## config.mk

```make
export PLATFORM = sky130hd
export DESIGN_NAME = eep_serial
export DESIGN_NICKNAME = d
export VERILOG_FILES = /design/src/rtl/eep_pkg.sv /design/src/rtl/eep_sck_edge.sv /design/src/rtl/eep_busy_timer.sv /design/src/rtl/eep_word_array.sv /design/src/rtl/eep_serial.sv
export SDC_FILE = /design/constraint.sdc
export NUM_CORES = 2
export LEC_CHECK = 0
export ABC_AREA = 1
export CAP_MARGIN = 15
export CORE_UTILIZATION = 42
export CTS_CLUSTER_SIZE = 8
export DETAILED_ROUTE_END_ITERATION = 8
export SYNTH_ARGS = -nofsm -noshare
export SYNTH_HDL_FRONTEND = slang
export SYNTH_HIERARCHICAL = 1
export SYNTH_SLANG_ARGS = --single-unit
export TNS_END_PERCENT = 100
```

## constraint.sdc

```tcl
create_clock -name clk -period 5.2 [get_ports clk]
set_input_delay 1.56 -clock clk [delete_from_list [all_inputs] [get_ports clk]]
set_output_delay 1.56 -clock clk [all_outputs]
set_load 0.02 [all_outputs]
```

## src/rtl/eep_pkg.sv

```systemverilog
package eep_pkg;
    typedef enum logic [2:0] {
        ST_IDLE, ST_OPC, ST_ADDR, ST_DATA, ST_RD, ST_HOLD
    } eep_state_e;

    typedef enum logic [2:0] {
        PG_NONE, PG_WRITE, PG_ERASE, PG_WRAL, PG_ERAL
    } eep_prog_e;

    localparam logic [1:0] OP_EXT   = 2'b00;
    localparam logic [1:0] OP_WRITE = 2'b01;
    localparam logic [1:0] OP_READ  = 2'b10;
    localparam logic [1:0] OP_ERASE = 2'b11;

    localparam logic [1:0] XC_LOCK   = 2'b00;
    localparam logic [1:0] XC_FILL   = 2'b01;
    localparam logic [1:0] XC_CLEAR  = 2'b10;
    localparam logic [1:0] XC_UNLOCK = 2'b11;
endpackage

```

## src/rtl/eep_sck_edge.sv

```systemverilog
module eep_sck_edge (
    input  logic clk,
    input  logic rst_n,
    input  logic sck,
    output logic rise
);
    logic sck_q;

    always_ff @(posedge clk or negedge rst_n) begin
        if (!rst_n) sck_q <= 1'b0;
        else        sck_q <= sck;
    end

    assign rise = sck & ~sck_q;
endmodule

```

## src/rtl/eep_busy_timer.sv

```systemverilog
module eep_busy_timer #(
    parameter int CYCLES = 20
) (
    input  logic clk,
    input  logic rst_n,
    input  logic start,
    output logic busy
);
    localparam int CW = $clog2(CYCLES + 1) < 1 ? 1 : $clog2(CYCLES + 1);

    logic [CW-1:0] left;

    always_ff @(posedge clk or negedge rst_n) begin
        if (!rst_n)          left <= '0;
        else if (start)      left <= CW'(CYCLES);
        else if (left != '0) left <= left - 1'b1;
    end

    assign busy = (left != '0);

    AST_BUSY_AFTER_COMMIT: assert property (@(posedge clk) disable iff (!rst_n)
        (start && CYCLES > 0) |=> busy);
endmodule

```

## src/rtl/eep_word_array.sv

```systemverilog
module eep_word_array
    import eep_pkg::*;
#(
    parameter int ADDR_W = 6,
    parameter int WORD_W = 16
) (
    input  logic              clk,
    input  logic              rst_n,
    input  logic              go,
    input  eep_prog_e         op,
    input  logic [ADDR_W-1:0] wr_addr,
    input  logic [WORD_W-1:0] wr_data,
    input  logic [ADDR_W-1:0] rd_addr,
    output logic [WORD_W-1:0] rd_word
);
    localparam int DEPTH = 1 << ADDR_W;

    logic [WORD_W-1:0] words [DEPTH];
    logic              bulk;
    logic              single;
    logic [WORD_W-1:0] value;

    assign bulk   = (op == PG_WRAL) || (op == PG_ERAL);
    assign single = (op == PG_WRITE) || (op == PG_ERASE);
    assign value  = ((op == PG_WRITE) || (op == PG_WRAL)) ? wr_data : '1;

    for (genvar g = 0; g < DEPTH; g++) begin : g_word
        always_ff @(posedge clk or negedge rst_n) begin
            if (!rst_n)
                words[g] <= '1;
            else if (go && (bulk || (single && wr_addr == ADDR_W'(g))))
                words[g] <= value;
        end
    end

    assign rd_word = words[rd_addr];

    AST_CLEAR_ALL_ONES: assert property (@(posedge clk) disable iff (!rst_n)
        (go && op == PG_ERAL) |=> (words[0] == '1 && words[DEPTH-1] == '1));
endmodule

```

## src/rtl/eep_serial.sv

```systemverilog
module eep_serial
    import eep_pkg::*;
#(
    parameter int ADDR_W      = 6,
    parameter int WORD_W      = 16,
    parameter int BUSY_CYCLES = 20
) (
    input  logic clk,
    input  logic rst_n,
    input  logic cs,
    input  logic sck,
    input  logic din,
    output logic dout
);
    localparam int LONGEST = (WORD_W > ADDR_W) ? WORD_W : ADDR_W;
    localparam int CNT_W   = $clog2(LONGEST + 1);

    eep_state_e        state, nxt;
    eep_prog_e         pend;
    logic [CNT_W-1:0]  cnt;
    logic [1:0]        op_sr;
    logic [ADDR_W-1:0] addr_sr, addr_full;
    logic [WORD_W-1:0] data_sr, rd_word;
    logic [WORD_W:0]   rd_sr;
    logic              wen, stat_mode, rise, busy, commit;
    logic              addr_last, data_last;
    logic [1:0]        ext_code;

    eep_sck_edge u_edge (.clk(clk), .rst_n(rst_n), .sck(sck), .rise(rise));

    eep_busy_timer #(.CYCLES(BUSY_CYCLES)) u_busy (
        .clk(clk), .rst_n(rst_n), .start(commit), .busy(busy));

    eep_word_array #(.ADDR_W(ADDR_W), .WORD_W(WORD_W)) u_array (
        .clk(clk), .rst_n(rst_n), .go(commit), .op(pend),
        .wr_addr(addr_sr), .wr_data(data_sr),
        .rd_addr(addr_full), .rd_word(rd_word));

    assign addr_full = {addr_sr[ADDR_W-2:0], din};
    assign ext_code  = addr_full[ADDR_W-1 -: 2];
    assign addr_last = (state == ST_ADDR) && (cnt == CNT_W'(ADDR_W - 1));
    assign data_last = (state == ST_DATA) && (cnt == CNT_W'(WORD_W - 1));
    assign commit    = !cs && (pend != PG_NONE);

    // state register
    always_ff @(posedge clk or negedge rst_n) begin
        if (!rst_n) state <= ST_IDLE;
        else        state <= nxt;
    end

    // next-state logic
    always_comb begin
        nxt = state;
        if (!cs) begin
            nxt = ST_IDLE;
        end else if (rise) begin
            unique case (state)
                ST_IDLE: if (din && !busy) nxt = ST_OPC;
                ST_OPC:  if (cnt == CNT_W'(1)) nxt = ST_ADDR;
                ST_ADDR: if (addr_last) begin
                    if (op_sr == OP_READ)                           nxt = ST_RD;
                    else if (op_sr == OP_WRITE)                     nxt = ST_DATA;
                    else if (op_sr == OP_EXT && ext_code == XC_FILL) nxt = ST_DATA;
                    else                                            nxt = ST_HOLD;
                end
                ST_DATA: if (data_last) nxt = ST_HOLD;
                ST_RD, ST_HOLD: nxt = state;
                default: nxt = ST_IDLE;
            endcase
        end
    end

    // shift registers, write enable, pending program operation
    always_ff @(posedge clk or negedge rst_n) begin
        if (!rst_n) begin
            cnt       <= '0;
            op_sr     <= '0;
            addr_sr   <= '0;
            data_sr   <= '0;
            rd_sr     <= '0;
            wen       <= 1'b0;
            pend      <= PG_NONE;
            stat_mode <= 1'b0;
        end else if (!cs) begin
            cnt  <= '0;
            pend <= PG_NONE;
            if (pend != PG_NONE) stat_mode <= 1'b1;
        end else if (rise) begin
            cnt <= (nxt != state) ? '0 : cnt + 1'b1;
            unique case (state)
                ST_IDLE: if (din && !busy) stat_mode <= 1'b0;
                ST_OPC:  op_sr <= {op_sr[0], din};
                ST_ADDR: begin
                    addr_sr <= addr_full;
                    if (addr_last) begin
                        if (op_sr == OP_READ)         rd_sr <= {1'b0, rd_word};
                        if (op_sr == OP_ERASE && wen) pend  <= PG_ERASE;
                        if (op_sr == OP_EXT) begin
                            case (ext_code)
                                XC_UNLOCK: wen <= 1'b1;
                                XC_LOCK:   wen <= 1'b0;
                                XC_CLEAR:  if (wen) pend <= PG_ERAL;
                                default:   ;
                            endcase
                        end
                    end
                end
                ST_DATA: begin
                    data_sr <= {data_sr[WORD_W-2:0], din};
                    if (data_last && wen)
                        pend <= (op_sr == OP_WRITE) ? PG_WRITE : PG_WRAL;
                end
                ST_RD:   rd_sr <= {rd_sr[WORD_W-1:0], 1'b0};
                ST_HOLD: ;
                default: ;
            endcase
        end
    end

    // outputs
    always_comb begin
        dout = 1'b0;
        unique case (state)
            ST_IDLE: dout = cs && stat_mode && !busy;
            ST_RD:   dout = rd_sr[WORD_W];
            default: dout = 1'b0;
        endcase
    end

    AST_DESELECT_IDLE: assert property (@(posedge clk) disable iff (!rst_n)
        !cs |=> (state == ST_IDLE));
    AST_PROG_NEEDS_WEN: assert property (@(posedge clk) disable iff (!rst_n)
        commit |-> wen);
    AST_NO_COMMIT_WHILE_BUSY: assert property (@(posedge clk) disable iff (!rst_n)
        busy |-> !commit);
    AST_READ_DUMMY_ZERO: assert property (@(posedge clk) disable iff (!rst_n)
        $rose(state == ST_RD) |-> !dout);
endmodule

```

==> metrics.cfg <==
[status]
status = complete, no violations

[cells_and_area]
fin_nets = 6104
final_layout_size_suffix_gt1_share_pct = 23.07
synthToLayoutAreaGrowth_pct = 11.04

[synthesis]
synth_top_area_share_pct = 52.61
synthTopCellsByArea = dfstp_2, nand2_1, o21ai_0
mappedNetlistNets = 6335
yosysWarningCount = 6
synth_common_cells = nand2_1, dfstp_2, o21ai_0
avgSynthCellArea_um2 = 8.088
synthArstFlopShare_pct = 100.0
postSynthCellCount = 6323
synthFlopType = dfstp_2
netlist_area_um2 = 51140
seq_area_frac_synth_pct = 55.55
synth_seq_cells = 1084
synth.most_common_cell = nand2_1
synthDistinctLibCells = 31
synth-edff-count = 0
synth.largest_area_cell = dfstp_2

[timing]
setup_viol = 0
worstMarginPinSlew_ps = 1103
rsz0062_at_grt = no
timing.hold.ws_ps = 469.8
period_needed_ps = 4526
slew_violations = 0
tns_ps = 0
fin_crit_sh_pct = 87.05
hold_viol = 0
final.setup_skew_ps = 30.74
fmax_mhz = 220.9
max_slew_margin_pct = 26.31

[floorplan]
die_width_um = 351.0
ios = 6
core_area_um2 = 120300
start_util_pct = 42.52
fp-row-count = 127
die_area_um2 = 123200
dieHeight_um = 351.0

[critical_path]
required_ps = 3640
critPathKind = register to primary output
crit_path_end_kind = primary output
worstPathMaxFanout = 18
cp.arrival_ps = 2970
regToRegStartpoint = addr_sr[0]$_DFFE_PN0P_
r2r_cells = 11
startpoint = state[1]$_DFF_PN0_
critPathLaunchType = register

[clock_network]
clock_latency_ps = 770
ctsHoldBuffers = 0
cts.sinks = 1084
cts_resized = 0
htreeDepth = 4
cts_tree = yes
cts.root.buffer_cell = clkbuf_16
max-clock-path-buffers = 3
numCtsBuffers = 153
clkTransAtPathRegs_ps = 50
postCtsSetupRepairBufs = 0

[route]
antenna_left = 0
via_count = 42000
wirelength_um = 152900
wl_per_cell_um = 19.77
drtPass1Iterations = 6
drtIter0Drc = 4514
vias_per_cell = 5.429
drc_errors = 0

[hold_path]
min_from = u_array/words[642]$_DFFE_PN1P_
worstHoldPathCells = 2
worstHoldPathType = register to register

[global_route]
antenna_found_initial = 0
grt_pass1_wl_um = 239300
grt_max_degree = 176
grt_pass1_vias = 39220
track_usage_pct = 25.01
grt-ovfl-total = 0

[placement]
gp_congestion = 0.9283
hpwl_um = 88530
io_buffer_count = 5

[power]
power.density_nw_per_um2 = 419.0
power_leakage_nw = 23.18
ir_drop_mv = 0.3317

[run]
cap_violations = 0

[area by class of cell]
class	instances	area, um^2
fill	11820	63500
sequential	1084	28420
multi-input combinational	4639	20460
clock buffer	176	4031
tap	1612	2017
timing repair buffer	150	1514
inverter	64	257.7
clock inverter	8	92.59
antenna	2	5.005
[flip-flops by register name (all words and copies together), names as in the netlist]
register,flops
addr_sr,6
data_sr,16
u_array/words,1024
op_sr,2
cnt,5
state,3
wen,1
u_edge/sck_q,1
u_busy/left,5
stat_mode,1
rd_sr,17
pend,3
[where the power goes]
part | internal (mW) | switching, mW | total (mW)
Sequential | 11.1 | 0.796 | 11.9
Combinational | 1.17 | 1.85 | 3.02
Clock | 5.36 | 3.56 | 8.92
Total | 17.6 | 6.21 | 23.8
[kinds of logic after synthesis]
logic type / after synthesis / share of synthesized area (%)
AND/OR/NAND/NOR: 3477 / 27.86
AO/OA/AOI/OAI: 1138 / 11.33
flip-flops: 1084 / 55.55
buffers and inverters: 600 / 4.734
multiplexers: 15 / 0.3303
adder cells (fa/ha/maj): 7 / 0.1713
XOR/XNOR: 2 / 0.03426
[metal layers]
metal / up-vias / part of all wire, % / GRT usage (%)
met3: 248 / 5.9 / 4.040
li1: 20160 / - / -
met4: 0 / 2.6 / 7.967
met1: 20360 / 46 / 35.61
met5: - / 0 / 0
met2: 1228 / 46 / 38.81
[through the flow]
step	area (um^2)	total power, mW	worst slack (ps)	std cells	utilization [%]
2_1_floorplan	51140	13.88	1767	6323	-
3_3_place_gp	52610	14.82	715.4	7547	43.73
3_5_place_dp	52630	14.96	758.5	7548	43.76
4_1_cts	56760	24.04	621.3	7732	47.18
5_1_grt	56780	25.08	521.2	7733	47.21
6_report	56790	23.79	673.5	7735	47.21
[final timing paths]
path / end / slack (ps)
worst max-delay path: dout / 670
worst min-delay path: u_array/words[642]$_DFFE_PN1P_ / 470
worst max register to register: rd_sr[1]$_DFFE_PN0P_ / 1570
worst min register to register: u_array/words[642]$_DFFE_PN1P_ / 470
max in group asynchronous: u_array/words[649]$_DFFE_PN1P_ / 3280
min in group asynchronous: u_array/words[445]$_DFFE_PN1P_ / 940
[placed cells by master (no fill, tap or decap), drive strengths merged]
cell type	n
a21oi	11
a31oi	16
buf	147
clkbuf	176
clkdlybuf4s50	3
clkinv	4
dfrtp	60
dfstp	1024
diode	2
ha	7
inv	68
mux2	15
nand2	2504
nand3	891
nand4	2
nor2	79
nor4	1
o21ai	1111
xnor2	1
xor2	1
[worst max-delay path, stage by stage, from the launching register on]
cell and delay (ps):
dfrtp_1 430, inv_2 100, nand2_1 100, nor2_4 400
inv_2 300, o21ai_0 230, clkdlybuf4s50_1 640
(Power assumes the default switching activity.)
